## config.mk

```make
export PLATFORM = sky130hd
export DESIGN_NAME = hs_serial_port
export DESIGN_NICKNAME = d
export VERILOG_FILES = /design/src/rtl/hs_serial_pkg.sv /design/src/rtl/hs_serial_tick.sv /design/src/rtl/hs_serial_rx.sv /design/src/rtl/hs_serial_tx.sv /design/src/rtl/hs_serial_port.sv
export SDC_FILE = /design/constraint.sdc
export NUM_CORES = 1
export LEC_CHECK = 0
export BUFFER_PORTS_ARGS = -buffer_cell sky130_fd_sc_hd__buf_2
export CAP_MARGIN = 5
export CORE_MARGIN = 2
export CORE_UTILIZATION = 35
export CTS_BUF_LIST = sky130_fd_sc_hd__clkbuf_4
export DETAILED_ROUTE_END_ITERATION = 6
export PLACE_DENSITY_LB_ADDON = 0.15
export RECOVER_POWER = 25
export SLEW_MARGIN = 25
export SYNTH_ARGS = -nofsm -noshare
export SYNTH_HDL_FRONTEND = slang
export SYNTH_SLANG_ARGS = --single-unit
```

## constraint.sdc

```tcl
create_clock -name clk_i -period 3.8 [get_ports clk_i]
set_clock_uncertainty 0.2 [all_clocks]
set_input_delay 0.19 -clock clk_i [delete_from_list [all_inputs] [get_ports clk_i]]
set_output_delay 0.19 -clock clk_i [all_outputs]
set_load 0.01 [all_outputs]
```

## src/rtl/hs_serial_pkg.sv

```systemverilog
package hs_serial_pkg;
  localparam int unsigned OVS     = 14;
  localparam int unsigned DATA_W  = 8;
  localparam int unsigned RATE_W  = 8;
  localparam int unsigned OFFS_W  = 5;
  localparam int unsigned OVS_W   = $clog2(OVS + 1);
  localparam int unsigned WAIT_W  = (OFFS_W > OVS_W) ? OFFS_W : OVS_W;
  localparam int unsigned BIDX_W  = $clog2(DATA_W + 2);

  typedef enum logic [1:0] {RX_IDLE, RX_RUN, RX_HOLD} rx_state_e;
endpackage

```

## src/rtl/hs_serial_tick.sv

```systemverilog
module hs_serial_tick
  import hs_serial_pkg::*;
(
  input  logic              clk_i,
  input  logic              rst_ni,
  input  logic [RATE_W-1:0] rate_i,
  output logic              tick_o
);
  logic [RATE_W-1:0] cnt_q;

  assign tick_o = (cnt_q >= rate_i);

  always_ff @(posedge clk_i or negedge rst_ni) begin
    if (!rst_ni) cnt_q <= '0;
    else if (tick_o) cnt_q <= '0;
    else cnt_q <= cnt_q + 1'b1;
  end

  AST_TICK_GAP: assert property (@(posedge clk_i) disable iff (!rst_ni)
    tick_o && rate_i != 0 && $stable(rate_i) |=> !tick_o);
endmodule

```

## src/rtl/hs_serial_rx.sv

```systemverilog
module hs_serial_rx
  import hs_serial_pkg::*;
(
  input  logic              clk_i,
  input  logic              rst_ni,
  input  logic              tick_i,
  input  logic [OFFS_W-1:0] offset_i,
  input  logic              rxd_i,
  output logic              valid_o,
  output logic [DATA_W-1:0] data_o,
  output logic              ferr_o,
  output logic              brk_o
);
  logic [2:0]        sync_q;
  logic              line, fall;
  rx_state_e         st_q;
  logic [WAIT_W-1:0] wait_q;
  logic [BIDX_W-1:0] bidx_q;
  logic [DATA_W-1:0] sh_q;

  always_ff @(posedge clk_i or negedge rst_ni) begin
    if (!rst_ni) sync_q <= '1;
    else sync_q <= {sync_q[1:0], rxd_i};
  end

  assign line = sync_q[1];
  assign fall = sync_q[2] & ~sync_q[1];

  always_ff @(posedge clk_i or negedge rst_ni) begin
    if (!rst_ni) begin
      st_q    <= RX_IDLE;
      wait_q  <= '0;
      bidx_q  <= '0;
      sh_q    <= '0;
      valid_o <= 1'b0;
      data_o  <= '0;
      ferr_o  <= 1'b0;
      brk_o   <= 1'b0;
    end else begin
      valid_o <= 1'b0;
      unique case (st_q)
        RX_IDLE: begin
          if (fall) begin
            st_q   <= RX_RUN;
            wait_q <= WAIT_W'(offset_i);
            bidx_q <= '0;
          end
        end
        RX_RUN: begin
          if (tick_i) begin
            if (wait_q <= WAIT_W'(1)) begin
              wait_q <= WAIT_W'(OVS);
              if (bidx_q == BIDX_W'(DATA_W)) begin
                valid_o <= 1'b1;
                brk_o   <= !line && (sh_q == '0);
                ferr_o  <= !line && (sh_q != '0);
                data_o  <= sh_q;
                st_q    <= line ? RX_IDLE : RX_HOLD;
              end else begin
                sh_q   <= {line, sh_q[DATA_W-1:1]};
                bidx_q <= bidx_q + 1'b1;
              end
            end else begin
              wait_q <= wait_q - 1'b1;
            end
          end
        end
        RX_HOLD: begin
          if (line) st_q <= RX_IDLE;
        end
        default: st_q <= RX_IDLE;
      endcase
    end
  end

  AST_RX_STROBE: assert property (@(posedge clk_i) disable iff (!rst_ni)
    valid_o |=> !valid_o);
  AST_FLAG_EXCL: assert property (@(posedge clk_i) disable iff (!rst_ni)
    valid_o |-> !(ferr_o && brk_o));
  AST_BRK_ZERO: assert property (@(posedge clk_i) disable iff (!rst_ni)
    valid_o && brk_o |-> data_o == '0);
  AST_HOLD_LOW: assert property (@(posedge clk_i) disable iff (!rst_ni)
    st_q == RX_HOLD && !line |=> st_q == RX_HOLD);
endmodule

```

## src/rtl/hs_serial_tx.sv

```systemverilog
module hs_serial_tx
  import hs_serial_pkg::*;
(
  input  logic              clk_i,
  input  logic              rst_ni,
  input  logic              tick_i,
  input  logic              brk_i,
  input  logic [DATA_W-1:0] data_i,
  input  logic              valid_i,
  output logic              ready_o,
  output logic              txd_o
);
  logic [DATA_W+1:0] sh_q;
  logic [BIDX_W-1:0] left_q;
  logic [OVS_W-1:0]  tcnt_q;
  logic              busy_q;
  logic              line;

  assign ready_o = !busy_q;
  assign line    = busy_q ? sh_q[0] : 1'b1;
  assign txd_o   = line & ~brk_i;

  always_ff @(posedge clk_i or negedge rst_ni) begin
    if (!rst_ni) begin
      sh_q   <= '1;
      left_q <= '0;
      tcnt_q <= '0;
      busy_q <= 1'b0;
    end else if (!busy_q) begin
      if (valid_i) begin
        sh_q   <= {1'b1, data_i, 1'b0};
        left_q <= BIDX_W'(DATA_W + 2);
        tcnt_q <= OVS_W'(OVS);
        busy_q <= 1'b1;
      end
    end else if (tick_i) begin
      if (tcnt_q == OVS_W'(1)) begin
        tcnt_q <= OVS_W'(OVS);
        sh_q   <= {1'b1, sh_q[DATA_W+1:1]};
        left_q <= left_q - 1'b1;
        if (left_q == BIDX_W'(1)) busy_q <= 1'b0;
      end else begin
        tcnt_q <= tcnt_q - 1'b1;
      end
    end
  end

  AST_TX_TAKE: assert property (@(posedge clk_i) disable iff (!rst_ni)
    valid_i && ready_o |=> !ready_o && !line);
  AST_TX_IDLE_HIGH: assert property (@(posedge clk_i) disable iff (!rst_ni)
    ready_o && !brk_i |-> txd_o);
  AST_TX_BRK: assert property (@(posedge clk_i) disable iff (!rst_ni)
    $rose(brk_i) |-> !txd_o);
endmodule

```

## src/rtl/hs_serial_port.sv

```systemverilog
module hs_serial_port
  import hs_serial_pkg::*;
(
  input  logic        clk_i,
  input  logic        rst_ni,
  input  logic [7:0]  rate_i,
  input  logic [4:0]  offset_i,
  input  logic        brk_i,
  input  logic        rxd_i,
  output logic        rx_valid_o,
  output logic [7:0]  rx_data_o,
  output logic        rx_ferr_o,
  output logic        rx_brk_o,
  input  logic [7:0]  tx_data_i,
  input  logic        tx_valid_i,
  output logic        tx_ready_o,
  output logic        txd_o
);
  logic tick;

  hs_serial_tick u_tick (
    .clk_i  (clk_i),
    .rst_ni (rst_ni),
    .rate_i (rate_i),
    .tick_o (tick)
  );

  hs_serial_rx u_rx (
    .clk_i    (clk_i),
    .rst_ni   (rst_ni),
    .tick_i   (tick),
    .offset_i (offset_i),
    .rxd_i    (rxd_i),
    .valid_o  (rx_valid_o),
    .data_o   (rx_data_o),
    .ferr_o   (rx_ferr_o),
    .brk_o    (rx_brk_o)
  );

  hs_serial_tx u_tx (
    .clk_i   (clk_i),
    .rst_ni  (rst_ni),
    .tick_i  (tick),
    .brk_i   (brk_i),
    .data_i  (tx_data_i),
    .valid_i (tx_valid_i),
    .ready_o (tx_ready_o),
    .txd_o   (txd_o)
  );

  AST_RESET_STATE: assert property (@(posedge clk_i)
    $rose(rst_ni) |-> !rx_valid_o && tx_ready_o);
endmodule

```

==> flow_summary.yaml, run 1 <==
place:
  portBuffers: 38
  place.gp.congestion: 0.742
  post-dp-hpwl_um: 4280
critical_path:
  setup.worst_path.end_class: "register"
  crit_path_start_kind: "register"
  cp_max_fo: 17
  cell_chain_of_the_critical_path: "inv_1 > ha_1 > nand2b_1 > a2111oi_2 > o31a_1 > nor4_4 > mux2_2"
  timing.critical_path.slowest_cell_delay_ns: 0.68
  cp_data_arrival_time_ns: 3.05
  cpMaxStageDelayCell: "o31a_1"
  crit_type: "register to register"
  worst_ep_required_time_ns: 3.87
detailed_routing:
  post_drt_wl_per_cell_um: 13.8
  route.vias.total: 2301
  initialDrtViolationCount: 131
  drt_wl_total_um: 6210
  detail_route.vias_per_cell: 5.10
  final_antenna_net_count: 0
  pre_repair_dr_iteration_count: 4
  post-route-drc-count: 0
global_route:
  grt_use_met2_pct: 21.3
  grt_start_max_net_pins: 28
  track_usage_pct: 14.0
  grt_remaining_overflow: 0
  number_of_global_route_vias_before_repair: 2273
  gr-usage-met3_pct: 3.38
  grt_busiest_layer: "met2"
  grt_pass1_wl_um: 10700
  globalRouteMet1Util_pct: 19.4
  number_of_antenna_violations_at_the_first_check_in_global_routing: 0
pwr:
  power_density_over_cell_area_mw_per_mm2: 530
  power.clock.fraction_pct: 25.4
  p_leak_nw: 1.76
  internal-power_mw: 1.29
  sequentialPowerShare_pct: 45.7
  sw_frac_of_total_pct: 34.3
  worst_ir_drop_vdd_v: 0.000203
  power.net_switching_uw: 673
  power.share.combinational_pct: 29.0
sta:
  fmax_ghz: 0.335
  finalSetupViolations: 0
  grt_setup_unrepaired: "no"
  fin_crit_sh_pct: 78.4
  final_hold_slack_ns: 0.167
  setup-tns-final_ns: 0
  final_slew_viol_count: 27
  finalCriticalPeriod_ns: 2.98
  finalHoldViolations: 0
  worst_slew_margin_rel_pct: -0.0375
  max_slew.worst_pin.slew_ns: 1.50
outcome:
  outcome: "finished with violations"
  failed_checks: "capacitance limit, slew limit"
clock_tree:
  numClockSinks: 59
  cts_buffer_depth: 2
  worst_setup_hold_path_clk_slew_ns: 0.10
  tritoncts: "yes"
  cts-root-buf: "clkbuf_4"
  h-tree-depth: 3
  clock_insertion_delay_worst_skew_ns: 0.39
  post_cts_resize_count: 0
  cts_made_buffers: 9
floorplanning:
  die_height_um: 97.5
  boundaryPins: 39
  core-area_sq_mm: 0.00859
  die_w_um: 97.5
  die_area_sq_mm: 0.00951
  num_rows: 34
  initial_utilization_pct: 35.6
synth:
  avgSynthCellArea_sq_um: 11.1
  synthDistinctLibCells: 46
  synthesis.yosys.warnings: 0
  post_syn_area_sq_mm: 0.00306
  part_of_the_yosys_area_used_for_sequential_elements_pct: 48.7
  synthesis.instances: 276
  ys_seq_elements: 59
  syn_nets: 319
layout:
  antenna_cell_count: 0
  area.growth.synth_to_final_pct: 21.0
  final_layout_size_suffix_gt1_share_pct: 30.6
  nets: 381
  layout.filler_cells: 860
hold_path:
  hold_path_class: "register to register"
flow_run:
  timing.max_cap.violations: 1
==> synth_stat cells, drive strengths merged <==
cell | number | share of area (%)
buf | 3 | 0.45
clkbuf | 5 | 0.61
o211ai | 3 | 0.74
or4 | 2 | 0.49
or3 | 3 | 0.61
o31a | 2 | 0.57
inv | 22 | 2.7
nand3 | 15 | 2.5
a21oi | 11 | 1.8
o31ai | 3 | 0.74
mux2i | 4 | 1.3
xnor2 | 1 | 0.29
a211oi | 1 | 0.25
o41ai | 2 | 0.57
dfrtp | 47 | 38
a211o | 1 | 0.29
or2 | 1 | 0.20
a2111oi | 1 | 0.49
nor4 | 5 | 2.0
a31oi | 5 | 1.2
o2bb2ai | 1 | 0.29
a22oi | 1 | 0.25
o311ai | 1 | 0.29
dfstp | 12 | 10
o21a | 5 | 1.2
xor2 | 5 | 1.4
ha | 17 | 6.9
a41oi | 2 | 0.57
nor3 | 5 | 0.82
o21ai | 6 | 0.98
and2 | 2 | 0.41
nand4 | 6 | 1.2
o32a | 1 | 0.33
nor2 | 17 | 2.1
mux2 | 34 | 13
nand2b | 3 | 0.61
nand2 | 11 | 1.3
nor2b | 4 | 0.82
and3 | 4 | 0.82
nor3b | 1 | 0.25
a22o | 1 | 0.29
==> per-layer routing <==
| layer | up-vias | wire, um |
|---|---|---|
| met5 | - | 0 |
| met4 | 0 | 57 |
| met3 | 5 | 218 |
| met2 | 47 | 2790 |
| met1 | 1121 | 3150 |
| li1 | 1128 | - |
==> worst paths after layout <==
check | start | end | cells after the start | slack, ns
max reg2reg | u_tick.cnt_q[0] | u_rx.sh_q[3] | 7 | 0.82
min in group asynchronous | rst_ni | u_tick.cnt_q[3] | 2 | 0.27
max | u_tick.cnt_q[0] | u_rx.sh_q[3] | 7 | 0.82
min | u_rx.sync_q[0] | u_rx.sync_q[1] | 0 | 0.17
max in group asynchronous | rst_ni | u_tx.sh_q[3] | 4 | 1.05
min reg2reg | u_rx.sync_q[0] | u_rx.sync_q[1] | 0 | 0.17
==> through the flow <==
step / total power, mW / cell area [sq um] / setup WS [ns] / util, % / std cells
4_1_cts: 1.99 / 3720 / 0.825 / 43.3 / 451
3_3_place_gp: 1.46 / 3380 / 0.864 / 39.3 / 417
2_1_floorplan: 1.30 / 3060 / 1.26 / - / 276
6_report: 1.96 / 3700 / 0.819 / 43.1 / 451
3_5_place_dp: 1.47 / 3400 / 0.840 / 39.6 / 418
5_1_grt: 2.11 / 3700 / 0.541 / 43.1 / 451
==> worst max-delay path, delay by kind of cell (launching register included) <==
kind,cells,cell delay [ns]
compound gates,2,1.19
flops,1,0.45
simple gates,2,0.37
mux,1,0.33
fa+ha+maj,1,0.26
buf+inv,1,0.07
==> sequential cells by signal (all words and copies together), names as in the netlist <==
register / flops
u_rx.sync_q: 3
u_tx.left_q: 4
u_rx.st_q: 2
u_rx.bidx_q: 4
u_rx.valid_o: 1
u_rx.ferr_o: 1
u_rx.sh_q: 8
u_rx.brk_o: 1
u_tx.busy_q: 1
u_tx.tcnt_q: 4
u_rx.wait_q: 5
u_rx.data_o: 8
u_tick.cnt_q: 8
u_tx.sh_q: 9
==> layout make-up <==
class,count,area (sq um),share of cell area (%)
sequential,59,1490,40.3
multi-input combinational,187,1460,39.4
timing repair buffer,59,385,10.4
tap,108,135,3.65
clock inverter,7,82.6,2.23
inverter,22,82.6,2.23
clock buffer,9,67.6,1.82
==> logic make-up (layout without fill, tap and decap cells) <==
kind of cell               count (synthesis)  in the layout  share of synthesized area (%)
and+or+nand+nor                           79             79                           14.1
DFF                                       59             59                           48.7
AOI/OAI and AO/OA                         47             47                           10.9
muxes                                     38             38                           13.8
buffers and inverters                     30             97                           3.76
adders and majority gates                 17             17                           6.95
xor gates and xnor gates                   6              6                           1.72
==> cell usage in the layout (no fill, tap or decap), drive strengths merged, types with 5 or more instances in the layout <==
cell and n:
nor4 5, nand2 11, inv 22, o21a 5
o21ai 6, clkbuf 11, ha 17, a21oi 11
nand3 15, nor2 17, dfrtp 47, a31oi 5
clkinv 5, dfstp 12, nor3 5, mux2 34
nand4 6, dlygate4sd3 17, xor2 5, buf 40
==> repair_timing <==
action / 4_1_cts / 5_1_grt
endpoints found under the setup margin: 0 / 0
hold endpoints to repair: 56 / 0
setup buffers: 0 / 0
hold buffers: 17 / 0
==> power groups by stage <==
stage | registers, mW | logic, mW | clock network, mW
2_1_floorplan | 0.869 | 0.436 | 0
3_5_place_dp | 0.905 | 0.562 | 0
3_3_place_gp | 0.906 | 0.551 | 0
6_report | 0.896 | 0.568 | 0.498
4_1_cts | 0.894 | 0.578 | 0.517
5_1_grt | 0.915 | 0.655 | 0.542
Note: power is estimated with default switching activity, not from simulation.
==> run 2: changes to the inputs <==
ABC_AREA = 1   (was not set)
clock period = 3.05 ns   (was 3.8 ns; I/O delays follow)
==> run 2 against run 1 <==
  * Routed wire length up 7.3%
  * Sequential cell count unchanged
  * Count of clock-buffer cells in the layout unchanged
  * The run now ends clean
  * Largest power group unchanged
  * Clock power down 6.2%
  * Sequential share of layout area is 1.2 points lower
  * Critical endpoint is now txd_o
==> flow_summary.yaml, run 2 <==
outcome:
  outcome: "finished, final reports clean"
layout:
  final_layout_size_suffix_gt1_share_pct: 22.4
  fin_util_pct: 41.5
  largest_register_ffs: 9
  final_cell_area_sq_mm: 0.00382
  layout.filler_cells: 957
  area.growth.synth_to_final_pct: 16.0
  layout.cells.non_filler: 558
  final_cell_mix: "117 x nand2_1, 47 x dfrtp_1, 45 x inv_1, 38 x buf_2, 27 x nor2_1"
  area_taken_by_multi_input_logic_gates_sq_mm: 0.00155
  antenna_cell_count: 0
  layout_commonest_cell: "nand2_1"
  top_register_by_number_of_flip_flops: "u_tx.sh_q"
  layout.area.seq_sq_mm: 0.00149
  nets: 485
critical_path:
  ff2ff_path_depth: 8
  cp_data_arrival_time_ns: 1.90
  setup.worst_path.end_class: "output port"
  crit_path_start_kind: "register"
  worst_ep_required_time_ns: 2.70
  timing.rr.start: "u_tick.cnt_q[6]"
  r2r_end: "u_rx.data_o[0]"
  crit_type: "register to output port"
  cp_max_fo: 17
  r2r_slack_ns: 0.89
sta:
  finalHoldViolations: 0
  layout_setup_ws_ns: 0.798
  worst_slew_margin_rel_pct: 1.21
  grt_setup_unrepaired: "no"
  fmax_ghz: 0.444
  finalSetupViolations: 0
  finalCriticalPeriod_ns: 2.25
  final_slew_viol_count: 0
  max_slew.worst_pin.slew_ns: 1.48
  setup-tns-final_ns: 0
  final_hold_slack_ns: 0.168
  fin_crit_sh_pct: 73.8
detailed_routing:
  initialDrtViolationCount: 131
  pre_repair_dr_iteration_count: 4
  post_drt_wl_per_cell_um: 12.0
  post-route-drc-count: 0
  route.vias.total: 2616
  final_antenna_net_count: 0
  detail_route.vias_per_cell: 4.69
  drt_wl_total_um: 6670
synth:
  post_syn_area_sq_mm: 0.00329
  number_of_synthesized_flops_with_an_enable_pin: 0
  synth_largest_type_area_fraction_pct: 35.7
  part_of_the_yosys_area_used_for_sequential_elements_pct: 45.3
  synthDistinctLibCells: 34
  avgSynthCellArea_sq_um: 8.51
  synth-async-reset-ratio_pct: 100
  synth_flop_cell: "dfrtp_1"
  top_cells_by_area_synth: "dfrtp_1 36%, nand2_1 13%, dfstp_2 9.6%, ha_1 6.5%, inv_1 5.1%"
  netlist.top_cell.by_area: "dfrtp_1"
  synthesis.yosys.warnings: 0
  ys_seq_elements: 59
  synth.cells.most_frequent: "117 x nand2_1, 47 x dfrtp_1, 45 x inv_1"
  synth.most_common_cell: "nand2_1"
  syn_nets: 430
  synthesis.instances: 387
clock_tree:
  tritoncts: "yes"
  cts_made_buffers: 9
  numClockSinks: 59
  h-tree-depth: 3
  clock_insertion_delay_worst_skew_ns: 0.40
  worst_setup_hold_path_clk_slew_ns: 0.11
  postCtsSetupRepairBufs: 0
  cts-root-buf: "clkbuf_4"
  number_of_hold_buffers_added_after_cts: 16
  cts_buffer_depth: 2
  post_cts_resize_count: 0
global_route:
  grt_remaining_overflow: 0
  grt_start_max_net_pins: 60
  track_usage_pct: 14.3
  number_of_global_route_vias_before_repair: 2501
  grt_pass1_wl_um: 11600
  number_of_antenna_violations_at_the_first_check_in_global_routing: 0
flow_run:
  timing.max_cap.violations: 0
floorplanning:
  die_area_sq_mm: 0.0102
  die_w_um: 101
  boundaryPins: 39
  num_rows: 35
  initial_utilization_pct: 35.8
  die_height_um: 101
  core-area_sq_mm: 0.00920
pwr:
  power_density_over_cell_area_mw_per_mm2: 727
  worst_ir_drop_vdd_v: 0.000272
  p_total_mw: 2.78
  p_leak_nw: 1.97
hold_path:
  worstHoldEndpoint: "u_rx.sync_q[1]"
  hold_path_class: "register to register"
  worstHoldPathCells: 0
  holdCritStartpoint: "u_rx.sync_q[0]"
place:
  post-dp-hpwl_um: 4550
  dpl-instance-area_sq_mm: 0.00355
  place.detailed.instances: 526
  detailedPlace.worstSlack_ns: 0.838
  place.gp.congestion: 0.757
  portBuffers: 38
run 2: how the worst max path moves through the flow:
stage	startpoint	end	slack, ns	depth (start not counted)
after detailed placement	u_tick.cnt_q[0]	u_rx.data_o[5]	0.84	9
after global placement	u_tick.cnt_q[3]	u_rx.data_o[1]	0.89	8
after global routing	u_tx.busy_q	txd_o	0.59	4
final	u_tx.busy_q	txd_o	0.80	4
after floorplan	u_tick.cnt_q[7]	u_tx.left_q[2]	1.24	7
after CTS	u_tx.busy_q	txd_o	0.75	4
run 2: layout make-up:
class / instances / share of cell area (%)
multi-input cells: 270 / 40.5
flip-flops and latches: 59 / 39.0
repair buffers: 55 / 9.30
inverters: 47 / 4.62
well taps: 111 / 3.64
clock buffers: 9 / 1.77
clock inverters: 7 / 1.18
run 2: power breakdown:
group          switching, mW  total, mW  internal [mW]
Sequential             0.169       1.17          0.997
Combinational          0.705       1.14          0.440
Clock                  0.305      0.467          0.162
run 2: cells by family (layout without fill, tap and decap cells):
| logic type | Yosys count | count (layout) | synth area share, % |
|---|---|---|---|
| xor gates and xnor gates | 8 | 8 | 2.13 |
| buffers and inverters | 58 | 118 | 7.79 |
| adders and majority gates | 17 | 17 | 6.46 |
| DFF | 59 | 59 | 45.3 |
| AOI/OAI and AO/OA | 39 | 39 | 7.33 |
| and+or+nand+nor | 206 | 206 | 31.0 |
run 2: per-layer routing:
| metal | GRT usage, % | wire, um | vias to the layer above |
|---|---|---|---|
| met5 | 0 | 0 | - |
| met4 | 3.12 | 58 | 0 |
| met3 | 4.23 | 268 | 5 |
| met2 | 24.0 | 3280 | 38 |
| met1 | 18.3 | 3060 | 1215 |
| li1 | - | - | 1358 |
run 2: worst max-delay path, cell delays in order (launching register included):
cell	delay (ns)
dfrtp_1	0.77
inv_1	0.38
nor2_1	0.18
nor2_1	0.05
buf_2	0.13
